--- src/rtl/txr_pkg.sv ---
package txr_pkg;

   typedef enum logic [2:0] {
      S_IDLE,
      S_RD_FLAG,
      S_RD_LEN,
      S_RD_BUF,
      S_SEND,
      S_WR_BACK,
      S_NEXT
   } txr_state_e;

   localparam logic [7:0] TXR_FLAG_READY = 8'h83;
   localparam logic [7:0] TXR_FLAG_DONE  = 8'h03;
   localparam int         TXR_DESC_BYTES = 8;

endpackage

--- src/rtl/txr_byte_lane.sv ---
module txr_byte_lane #(
   parameter bit BIG_ENDIAN = 1'b1
) (
   input  logic [31:0] word_i,
   input  logic [1:0]  sel_i,
   output logic [7:0]  byte_o
);
   generate
      if (BIG_ENDIAN) begin : g_big
         always_comb begin
            case (sel_i)
               2'd0:    byte_o = word_i[31:24];
               2'd1:    byte_o = word_i[23:16];
               2'd2:    byte_o = word_i[15:8];
               default: byte_o = word_i[7:0];
            endcase
         end
      end else begin : g_little
         always_comb begin
            case (sel_i)
               2'd0:    byte_o = word_i[7:0];
               2'd1:    byte_o = word_i[15:8];
               2'd2:    byte_o = word_i[23:16];
               default: byte_o = word_i[31:24];
            endcase
         end
      end
   endgenerate
endmodule

--- src/rtl/txr_trig_queue.sv ---
module txr_trig_queue (
   input  logic clk,
   input  logic rst_n,
   input  logic trig_i,
   input  logic take_i,
   input  logic drop_i,
   output logic pend_o
);
   always_ff @(posedge clk) begin
      if (!rst_n)                pend_o <= 1'b0;
      else if (take_i || drop_i) pend_o <= 1'b0;
      else if (trig_i)           pend_o <= 1'b1;
   end

   // a trigger that is not consumed at once is remembered
   assert_trig_kept_R9: assert property (@(posedge clk) disable iff (!rst_n)
      (trig_i && !take_i && !drop_i) |=> pend_o);

   // a stopped idle engine forgets any trigger
   assert_trig_dropped_R2: assert property (@(posedge clk) disable iff (!rst_n)
      drop_i |=> !pend_o);
endmodule

--- src/rtl/txr_ring_idx.sv ---
module txr_ring_idx #(
   parameter int RING_LOG2 = 4
) (
   input  logic                 clk,
   input  logic                 rst_n,
   input  logic                 start_i,
   input  logic                 step_i,
   input  logic                 sent_i,
   output logic [RING_LOG2-1:0] entry_o,
   output logic                 last_o
);
   localparam int RING_N = 1 << RING_LOG2;
   localparam logic [RING_LOG2-1:0] LAST_K = RING_LOG2'(RING_N - 2);

   logic [RING_LOG2-1:0] ptr_q;
   logic [RING_LOG2-1:0] origin_q;
   logic [RING_LOG2-1:0] k_q;

   always_ff @(posedge clk) begin
      if (!rst_n) begin
         ptr_q    <= '0;
         origin_q <= '0;
         k_q      <= '0;
      end else begin
         if (start_i) begin
            origin_q <= ptr_q;
            k_q      <= '0;
         end else if (step_i) begin
            k_q <= k_q + 1'b1;
         end
         if (sent_i) ptr_q <= ptr_q + 1'b1;
      end
   end

   assign entry_o = origin_q + k_q;
   assign last_o  = (k_q == LAST_K);

   // the controller never steps past the final slot of a pass
   assert_no_overrun_R7: assert property (@(posedge clk) disable iff (!rst_n)
      step_i |-> !last_o);

   // the visited slot only moves on a step or a new scan
   assert_entry_hold_R7: assert property (@(posedge clk) disable iff (!rst_n)
      (!start_i && !step_i) |=> $stable(entry_o));
endmodule

--- src/rtl/txr_ring_engine.sv ---
module txr_ring_engine #(
   parameter int ADDR_W     = 32,
   parameter int RING_LOG2  = 4,
   parameter int RING_OFS   = 152,
   parameter int BUF_OFS    = 280,
   parameter int BUF_BYTES  = 1544,
   parameter bit BIG_ENDIAN = 1'b1
) (
   input  logic              clk,
   input  logic              rst_n,
   input  logic              scan_trig,
   input  logic              stop_i,
   input  logic [ADDR_W-1:0] init_ptr,
   input  logic [ADDR_W-1:0] dma_off,
   output logic              mem_req,
   output logic              mem_we,
   output logic [ADDR_W-1:0] mem_addr,
   output logic [3:0]        mem_be,
   output logic [31:0]       mem_wdata,
   input  logic              mem_ack,
   input  logic [31:0]       mem_rdata,
   output logic              tx_valid,
   output logic [7:0]        tx_data,
   output logic              tx_last,
   input  logic              tx_ready,
   output logic              tx_done
);
   import txr_pkg::*;

   localparam int LEN_W = 16;
   localparam int CNT_W = $clog2(BUF_BYTES + 1);
   localparam logic [3:0] FLAG_BE = BIG_ENDIAN ? 4'b0010 : 4'b0100;
   localparam logic [LEN_W-1:0] LEN_CAP = LEN_W'(BUF_BYTES);

   generate
      if (BUF_BYTES < 1 || BUF_BYTES >= (1 << LEN_W)) begin : g_bad_buf
         $error("BUF_BYTES must fit the 16-bit length field");
      end
      if (RING_LOG2 < 1 || RING_LOG2 > 8) begin : g_bad_ring
         $error("RING_LOG2 out of range");
      end
      if ((RING_OFS % 4) != 0 || (BUF_OFS % 4) != 0) begin : g_bad_ofs
         $error("region offsets must be word aligned");
      end
      if (ADDR_W < 16) begin : g_bad_addr
         $error("ADDR_W too small");
      end
   endgenerate

   txr_state_e state_q;
   logic [CNT_W-1:0]     cnt_q;
   logic [ADDR_W-1:0]    baddr_q;
   logic [31:0]          word_q;
   logic                 done_q;

   logic                 pend;
   logic                 take;
   logic                 drop;
   logic                 step;
   logic                 sent;
   logic [RING_LOG2-1:0] entry;
   logic                 last_entry;

   logic [ADDR_W-1:0]    base;
   logic [ADDR_W-1:0]    desc_addr;
   logic [ADDR_W-1:0]    buf_start;
   logic [7:0]           flag_byte;
   logic [7:0]           len_hi;
   logic [7:0]           len_lo;
   logic [LEN_W-1:0]     neg_len;
   logic [CNT_W-1:0]     cnt_load;

   assign take = (state_q == S_IDLE) && !stop_i && (scan_trig || pend);
   assign drop = (state_q == S_IDLE) && stop_i;
   assign step = (state_q == S_NEXT) && !last_entry && !stop_i;
   assign sent = (state_q == S_WR_BACK) && mem_ack;

   txr_trig_queue u_queue (
      .clk    (clk),
      .rst_n  (rst_n),
      .trig_i (scan_trig),
      .take_i (take),
      .drop_i (drop),
      .pend_o (pend)
   );

   txr_ring_idx #(.RING_LOG2(RING_LOG2)) u_idx (
      .clk     (clk),
      .rst_n   (rst_n),
      .start_i (take),
      .step_i  (step),
      .sent_i  (sent),
      .entry_o (entry),
      .last_o  (last_entry)
   );

   txr_byte_lane #(.BIG_ENDIAN(BIG_ENDIAN)) u_flag_lane (
      .word_i (mem_rdata), .sel_i (2'd2), .byte_o (flag_byte));
   txr_byte_lane #(.BIG_ENDIAN(BIG_ENDIAN)) u_lenhi_lane (
      .word_i (mem_rdata), .sel_i (2'd0), .byte_o (len_hi));
   txr_byte_lane #(.BIG_ENDIAN(BIG_ENDIAN)) u_lenlo_lane (
      .word_i (mem_rdata), .sel_i (2'd1), .byte_o (len_lo));
   txr_byte_lane #(.BIG_ENDIAN(BIG_ENDIAN)) u_buf_lane (
      .word_i (word_q), .sel_i (baddr_q[1:0]), .byte_o (tx_data));

   // address arithmetic
   assign base      = init_ptr + dma_off;
   assign desc_addr = base + ADDR_W'(RING_OFS)
                      + (ADDR_W'(entry) * ADDR_W'(TXR_DESC_BYTES));
   assign buf_start = base + ADDR_W'(BUF_OFS)
                      + (ADDR_W'(entry) * ADDR_W'(BUF_BYTES));

   // stored length is negative; limit to one buffer
   assign neg_len  = ~{len_hi, len_lo} + 1'b1;
   assign cnt_load = (neg_len > LEN_CAP) ? CNT_W'(BUF_BYTES) : CNT_W'(neg_len);

   always_ff @(posedge clk) begin
      if (!rst_n) begin
         state_q <= S_IDLE;
         cnt_q   <= '0;
         baddr_q <= '0;
         word_q  <= '0;
         done_q  <= 1'b0;
      end else begin
         done_q <= sent;
         case (state_q)
            S_IDLE: begin
               if (take) state_q <= S_RD_FLAG;
            end
            S_RD_FLAG: begin
               if (mem_ack)
                  state_q <= (flag_byte == TXR_FLAG_READY) ? S_RD_LEN : S_NEXT;
            end
            S_RD_LEN: begin
               if (mem_ack) begin
                  if (cnt_load == '0) begin
                     state_q <= S_WR_BACK;
                  end else begin
                     cnt_q   <= cnt_load;
                     baddr_q <= buf_start;
                     state_q <= S_RD_BUF;
                  end
               end
            end
            S_RD_BUF: begin
               if (mem_ack) begin
                  word_q  <= mem_rdata;
                  state_q <= S_SEND;
               end
            end
            S_SEND: begin
               if (tx_ready) begin
                  baddr_q <= baddr_q + 1'b1;
                  cnt_q   <= cnt_q - 1'b1;
                  if (cnt_q == CNT_W'(1))         state_q <= S_WR_BACK;
                  else if (baddr_q[1:0] == 2'b11) state_q <= S_RD_BUF;
               end
            end
            S_WR_BACK: begin
               if (mem_ack) state_q <= S_NEXT;
            end
            S_NEXT: begin
               state_q <= (last_entry || stop_i) ? S_IDLE : S_RD_FLAG;
            end
            default: state_q <= S_IDLE;
         endcase
      end
   end

   always_comb begin
      mem_req  = 1'b0;
      mem_we   = 1'b0;
      mem_addr = desc_addr;
      case (state_q)
         S_RD_FLAG: mem_req = 1'b1;
         S_RD_LEN: begin
            mem_req  = 1'b1;
            mem_addr = desc_addr + ADDR_W'(4);
         end
         S_RD_BUF: begin
            mem_req  = 1'b1;
            mem_addr = {baddr_q[ADDR_W-1:2], 2'b00};
         end
         S_WR_BACK: begin
            mem_req = 1'b1;
            mem_we  = 1'b1;
         end
         default: ;
      endcase
   end

   assign mem_be    = mem_we ? FLAG_BE : 4'b0000;
   assign mem_wdata = {4{TXR_FLAG_DONE}};
   assign tx_valid  = (state_q == S_SEND);
   assign tx_last   = (state_q == S_SEND) && (cnt_q == CNT_W'(1));
   assign tx_done   = done_q;

   // requests are held until acknowledged
   assert_req_hold_R10: assert property (@(posedge clk) disable iff (!rst_n)
      (mem_req && !mem_ack) |=> (mem_req && $stable(mem_addr) && $stable(mem_we)));

   // stream bytes are held until accepted
   assert_stream_hold_R10: assert property (@(posedge clk) disable iff (!rst_n)
      (tx_valid && !tx_ready) |=> (tx_valid && $stable(tx_data) && $stable(tx_last)));

   // each done pulse follows an acknowledged write-back
   assert_done_after_wr_R6: assert property (@(posedge clk) disable iff (!rst_n)
      tx_done |-> $past(mem_req && mem_we && mem_ack));

   // done is a single-cycle pulse
   assert_done_pulse_R6: assert property (@(posedge clk) disable iff (!rst_n)
      tx_done |=> !tx_done);

   // a stopped idle engine issues no request next cycle
   assert_stop_quiet_R2: assert property (@(posedge clk) disable iff (!rst_n)
      (state_q == S_IDLE && stop_i) |=> !mem_req);

   // the stream pauses after the final byte of a frame
   assert_last_ends_R5: assert property (@(posedge clk) disable iff (!rst_n)
      (tx_valid && tx_ready && tx_last) |=> !tx_valid);
endmodule

--- config.mk ---
export PLATFORM = sky130hd
export DESIGN_NAME = txr_ring_engine
export DESIGN_NICKNAME = d
export VERILOG_FILES = /design/src/rtl/txr_pkg.sv /design/src/rtl/txr_byte_lane.sv /design/src/rtl/txr_trig_queue.sv /design/src/rtl/txr_ring_idx.sv /design/src/rtl/txr_ring_engine.sv
export SDC_FILE = /design/constraint.sdc
export NUM_CORES = 1
export LEC_CHECK = 0
export BUFFER_PORTS_ARGS = -buffer_cell sky130_fd_sc_hd__buf_2
export CORE_AREA = 2 2 145 147
export DETAILED_ROUTE_END_ITERATION = 6
export DIE_AREA = 0 0 147 149
export PLACE_DENSITY = 0.78
export SYNTH_ARGS = -nofsm -noshare
export SYNTH_HDL_FRONTEND = slang
export SYNTH_SLANG_ARGS = --single-unit
--- constraint.sdc ---
create_clock -name clk -period 5.28 [get_ports clk]
set_input_delay 0.264 -clock clk [delete_from_list [all_inputs] [get_ports clk]]
set_output_delay 0.264 -clock clk [all_outputs]
set_load 0.005 [all_outputs]
==> flow_metrics.tcl, run 1 <==
set metrics [dict create \
    status "complete, no violations" \
    drtIter0Drc 821 \
    yosys.cell_types.count 91 \
    htree_levels 3 \
    via_per_inst 6.03 \
    grt_usage_pct 27.4 \
    antenna_found_initial 0 \
    antenna_cells 0 \
    syn2layout_area_growth_pct 16.9 \
    dp.cells 1914 \
    final_hold_viol_count 0 \
    synth-async-reset-ratio_pct 0 \
    finClkSkew_ns 0.00763 \
    drive_above_1_share_pct 19.3 \
    slew-limit-headroom_pct 20.8 \
    drc 0 \
    r2r_cells 19 \
    post-route-period-util_pct 98.4 \
    vdd_drop_max_mv 0.226 \
    start_kind "flip-flop" \
    start_util_pct 51.8 \
    synth_edf_count 0 \
    num_rows 53 \
    wire_per_inst_um 16.1 \
    gp_congestion 0.955 \
    worstSetupPathDepth 20 \
    critPathKind "reg -> out" \
    power_uw 3650 \
    cp_cell_sequence "ha_4 > inv_2 > fa_1 > ha_1 > inv_1 > ha_2 > buf_4 > ha_4 > o21ai_4 > a21oi_2 > or3_4 > and3_4 > nand4_4 > xnor2_2 > nand4b_1 > or4b_4 > or3_1 > a22o_1 > a21oi_2 > buf_2" \
    firstDrtPassIters 6 \
    setup_violations 0 \
    path_clk_slew_ns 0.07 \
    hold_depth 3 \
    crit_fanout 4 \
    power_density_nw_per_um2 293 \
    cts_tree "done" \
    drt_wl_total_mm 31.3 \
    period_needed_ns 5.19 \
    grt_pass1_vias 10500 \
    die_width_um 147 \
    maxCapViolCount 0 \
    cts_max_path_buffers 2 \
    drtAntennaViolNets 0 \
    path_buf_inv 4 \
    hpwl_mm 23.5 \
    io_pins 183 \
    cp_top_family "simple AND/OR/NAND/NOR gates" \
    num_vias 11700 \
    root_buffer "clkbuf_16" \
    syn_inst 1508 \
    portBuffers 147 \
    grt_max_degree 47 \
    crit_required_ns 5.02 \
    worst_pin_slew_ns 1.18 \
    die-area_um2 21900 \
    slew_violations 0 \
    yosysWarnings 0 \
    critPathCaptureType "output port" \
    p_leak_uw 0.00497 \
    slowest_stage "or4b_4" \
    stdcell_count 1939 \
    max_freq_mhz 193 \
    synth_ff_type "dfxtp_1" \
    arrival_ns 4.93 \
    clock_sinks 92 \
    min_path_type "in -> reg" \
    max_stage_delay_ns 0.59 \
    preCtsSetupSlack_ns -0.161 \
    synth-seq-area-share_pct 17.3 \
    synth.avg_cell_area_um2 7.06 \
    grt_overflow 0 \
    clock_latency_ns 0.35 \
    die_y_um 149 \
    synth-seq-cells 92 \
    cts-buffers-inserted 9 \
    rsz0062_at_grt "true" \
    fin_nets 1841 \
    grt_pass1_wl_mm 50.5 \
    core_um2 20600 \
    synthesis.area_um2 10700 \
    final.setup.worst_slack_ns 0.0858 \
]
[Yosys cell counts (all sizes together) (8+ instances only)]
cell,number,share of area [%]
o211a,8,0.82
clkbuf,68,2.4
nor2,120,4.2
nor4,21,1.4
or3,11,0.65
nor2b,28,1.6
nor3,47,2.3
a21o,10,0.72
a22oi,19,1.3
o22ai,8,0.47
a222oi,8,0.75
a21oi,119,5.6
o21a,11,0.78
a211oi,20,1.5
nand3,46,2.2
a21boi,45,3.2
a31oi,13,0.76
xnor2,63,5.4
mux2i,22,2.1
nand2b,9,0.53
o211ai,12,0.85
nand2,203,7.2
xor2,26,2.2
nand4,26,1.6
inv,50,1.8
and2,26,1.5
ha,78,9.2
dfxtp,92,17
and3,24,1.5
buf,46,3.1
o21ai,113,5.3
[repair_timing]
item | 4_1_cts | 5_1_grt
hold buffers | 0 | 0
endpoints found under the setup margin | 8 | 14
gates cloned | 0 | 0
gates resized for setup | 16 | 46
pin swaps | 12 | 24
buffers inserted | 3 | 7
[metal layers]
layer | routed length, um | global-route usage (%)
met4 | 684 | 7.31
met5 | 0 | 0
met2 | 14700 | 46.8
met1 | 13700 | 36.9
met3 | 2250 | 3.21
[registers in the layout (all words and copies together) (netlist names)]
| name | count |
|---|---|
| baddr_q | 32 |
| word_q | 32 |
| cnt_q | 11 |
| u_idx.k_q | 4 |
| u_idx.origin_q | 4 |
| u_idx.ptr_q | 4 |
| state_q | 3 |
| tx_done | 1 |
| u_queue.pend_o | 1 |
[tightest hold or removal path, stage by stage]
cell and delay (ns):
buf_2 0.09, nand2_1 0.04, a21boi_0 0.06
[cells in the final DEF, fill, tap and decap left out, drive strengths merged, types with 46 or more instances in the layout]
cell / n
buf: 221
nand2: 203
nor2: 120
a21oi: 119
o21ai: 113
dfxtp: 92
ha: 78
xnor2: 63
inv: 53
nor3: 47
nand3: 46
[kinds of logic after synthesis]
family,synth area share (%)
AO/OA/AOI/OAI,27.8
buffers and inverters,7.22
XOR/XNOR,7.57
multiplexers,2.38
flip-flops,17.3
AND/OR/NAND/NOR,28.0
other,0.0705
adder cells (fa/ha/maj),9.63
[power by group]
part	internal, uW	switching, uW	total [uW]
logic	864	1290	2150
registers	772	93.3	866
clock network	341	294	634
[path summary, 6_finish.rpt]
kind	startpoint	slack, ns	to
worst min-delay path	mem_rdata[0]	0.16	word_q[0]
worst max-delay path	u_idx.k_q[0]	0.09	mem_addr[25]
worst min register to register	word_q[28]	0.47	word_q[28]
worst max register to register	u_idx.k_q[0]	0.61	baddr_q[24]
[through the flow]
stage	cell area (um2)	TNS (ns)	utilization (%)	hold WS, ns
after detailed placement	11800	-0.440	57.2	0.459
after global placement	11800	-0.206	57.2	0.451
after global routing	12500	-0.0615	60.6	0.176
after CTS	12100	0	59.1	0.154
after floorplan	10800	0	-	0.409
final	12500	0	60.6	0.159
[cell type report]
cell class | instances | area [um2]
Fill cell | 1871 | 8110
Timing Repair Buffer | 221 | 1290
Clock inverter | 6 | 53.8
Clock buffer | 10 | 239
Multi-Input combinational cell | 1285 | 8490
Inverter | 50 | 188
Sequential cell | 92 | 1850
Tap cell | 275 | 344
No activity file was read; power rests on OpenSTA's default activity.
==> run 2: changes to the inputs <==
BUFFER_PORTS_ARGS = unset   (was -buffer_cell sky130_fd_sc_hd__buf_2)
CAP_MARGIN = 20   (was unset)
CORE_AREA = 3 3 144 146   (was 2 2 145 147)
DONT_BUFFER_PORTS = 1   (was unset)
PLACE_DENSITY = 0.72   (was 0.78)
==> flow_metrics.tcl, run 2 (same netlist as run 1, synthesis figures left out) <==
set metrics [dict create \
    cts_max_path_buffers 2 \
    reg_top3 "baddr_q: 32 flops, word_q: 32 flops, cnt_q: 11 flops" \
    drtAntennaViolNets 0 \
    core_um2 19500 \
    preCtsSetupSlack_ns -0.000367 \
    drive_above_1_share_pct 10.5 \
    top_usage_layer "met2" \
    cts-buffers-inserted 9 \
    io_pins 183 \
    p_leak_uw 0.00434 \
    vdd_drop_max_mv 0.289 \
    htree_levels 3 \
    mostFrequentLayoutCells "nand2_1 (203), nor2_1 (117), a21oi_1 (111), o21ai_0 (106), dfxtp_1 (89)" \
    period_needed_ns 5.19 \
    portBuffers 0 \
    critPathCaptureType "output port" \
    dpl-instance-area_um2 11000 \
    root_buffer "clkbuf_16" \
    grt_overflow 0 \
    min_path_type "in -> reg" \
    grtUsageMet2_pct 44.8 \
    arrival_ns 4.92 \
    pwr-share-clk_pct 18.9 \
    grt_use_met1_pct 35.6 \
    rsz0062_at_grt "true" \
    post-route-period-util_pct 98.2 \
    slew-limit-headroom_pct 47.8 \
    mostFrequentLayoutCell "nand2_1" \
    worst_pin_slew_ns 0.775 \
    firstDrtPassIters 5 \
    critPathKind "reg -> out" \
    critPathLaunch "u_idx.k_q[0]" \
    hpwl_mm 23.2 \
    grt_usage_pct 26.8 \
    antenna_cells 0 \
    cp_top_family "simple AND/OR/NAND/NOR gates" \
    path_buf_inv 1 \
    cp_cell_sequence "ha_4 > inv_1 > fa_1 > xnor2_2 > ha_4 > xnor2_1 > ha_2 > o21ai_2 > a21oi_2 > or3_4 > nand2b_4 > or4_4 > a2111oi_4 > o21ai_2 > or4b_4 > or3_1 > a22o_1 > a21oi_2" \
    drt_wl_total_mm 30.7 \
    fin_tns_setup_ns 0 \
    p_switching_uw 1600 \
    drc 0 \
    maxCapViolCount 0 \
    final_hold_viol_count 0 \
    hold_start "rst_n" \
    gp_congestion 0.962 \
    drtIter0Drc 846 \
    max_stage_delay_ns 0.52 \
    cts_tree "done" \
    combPwrFrac_pct 56.1 \
    num_vias 11000 \
    antenna_found_initial 0 \
    power_density_nw_per_um2 299 \
    die_width_um 147 \
    grt_max_degree 90 \
    slowest_stage "or4b_4" \
    num_rows 51 \
    path_clk_slew_ns 0.08 \
    wire_per_inst_um 17.3 \
    finalInstanceArea_um2 11600 \
    power_uw 3460 \
    crit_fanout 4 \
    use_met3_pct 4.89 \
    syn2layout_area_growth_pct 8.85 \
    status "complete, no violations" \
    p_int_uw 1860 \
    crit_required_ns 5.02 \
    utilization_pct 59.4 \
    max_freq_mhz 193 \
    p_sw_share_pct 46.4 \
    die-area_um2 21900 \
    fin_nets 1688 \
    clock_sinks 92 \
    clock_latency_ns 0.36 \
    start_util_pct 54.5 \
    finClkSkew_ns 0.0145 \
    die_y_um 149 \
    setup_violations 0 \
    grt_pass1_vias 10100 \
    nFillCells 1906 \
    start_kind "flip-flop" \
    worstReg2RegStart "u_idx.k_q[0]" \
    via_per_inst 6.17 \
    grt_pass1_wl_mm 49.5 \
    slew_violations 0 \
    p_seq_share_pct 25.0 \
    final.setup.worst_slack_ns 0.0937 \
]
==> run 2: cell count changes in the layout (fill, tap and decap cells not counted), sizes merged <==
cell and change:
inv +1, buf -153, clkinv +1, clkbuf -1
clkinvlp -1
==> run 2: power groups by stage <==
stage	combinational (uW)	sequential, uW	clock, uW
2_1_floorplan	1360	842	0
3_3_place_gp	1810	874	0
3_5_place_dp	1830	877	0
4_1_cts	1860	861	667
5_1_grt	2140	878	688
6_report	1940	864	655
==> run 2: worst paths after layout <==
check / to / slack [ns] / cells past startpoint
setup / recovery: mem_addr[25] / 0.09 / 18
hold / removal: u_idx.ptr_q[0] / 0.03 / 1
setup reg to reg: baddr_q[30] / 0.60 / 20
hold reg to reg: word_q[21] / 0.47 / 2
==> run 2: per-layer routing <==
metal  vias up  routed length [um]  share of wire, %
met5         -                   0                 0
met4         0                 703               2.3
met3        49                2320               7.5
met2       389               14300                46
met1      5119               13400                44
li1       5394                   -                 -
==> run 2: cell type report <==
cell class,count,area [um2],area share [%]
Tap cell,265,332,2.86
Clock inverter,7,73.8,0.637
Timing Repair Buffer,68,561,4.84
Clock buffer,9,225,1.94
Inverter,50,188,1.62
Sequential cell,92,1850,15.9
Multi-Input combinational cell,1285,8370,72.2
==> run 2: through the flow <==
step | instances | hold WS, ns
6_report | 1776 | 0.0310
5_1_grt | 1776 | 0.0210
4_1_cts | 1770 | 0.0239
3_5_place_dp | 1751 | 0.397
3_3_place_gp | 1751 | 0.391
2_1_floorplan | 1541 | 0.409
==> run 2: repair_timing <==
| action | CTS | global route |
|---|---|---|
| pin swaps | 5 | 21 |
| hold endpoints to repair | 0 | 0 |
| gates resized for setup | 13 | 30 |
| hold buffers | 0 | 0 |
| endpoints found under the setup margin | 6 | 13 |
| buffers inserted | 3 | 3 |
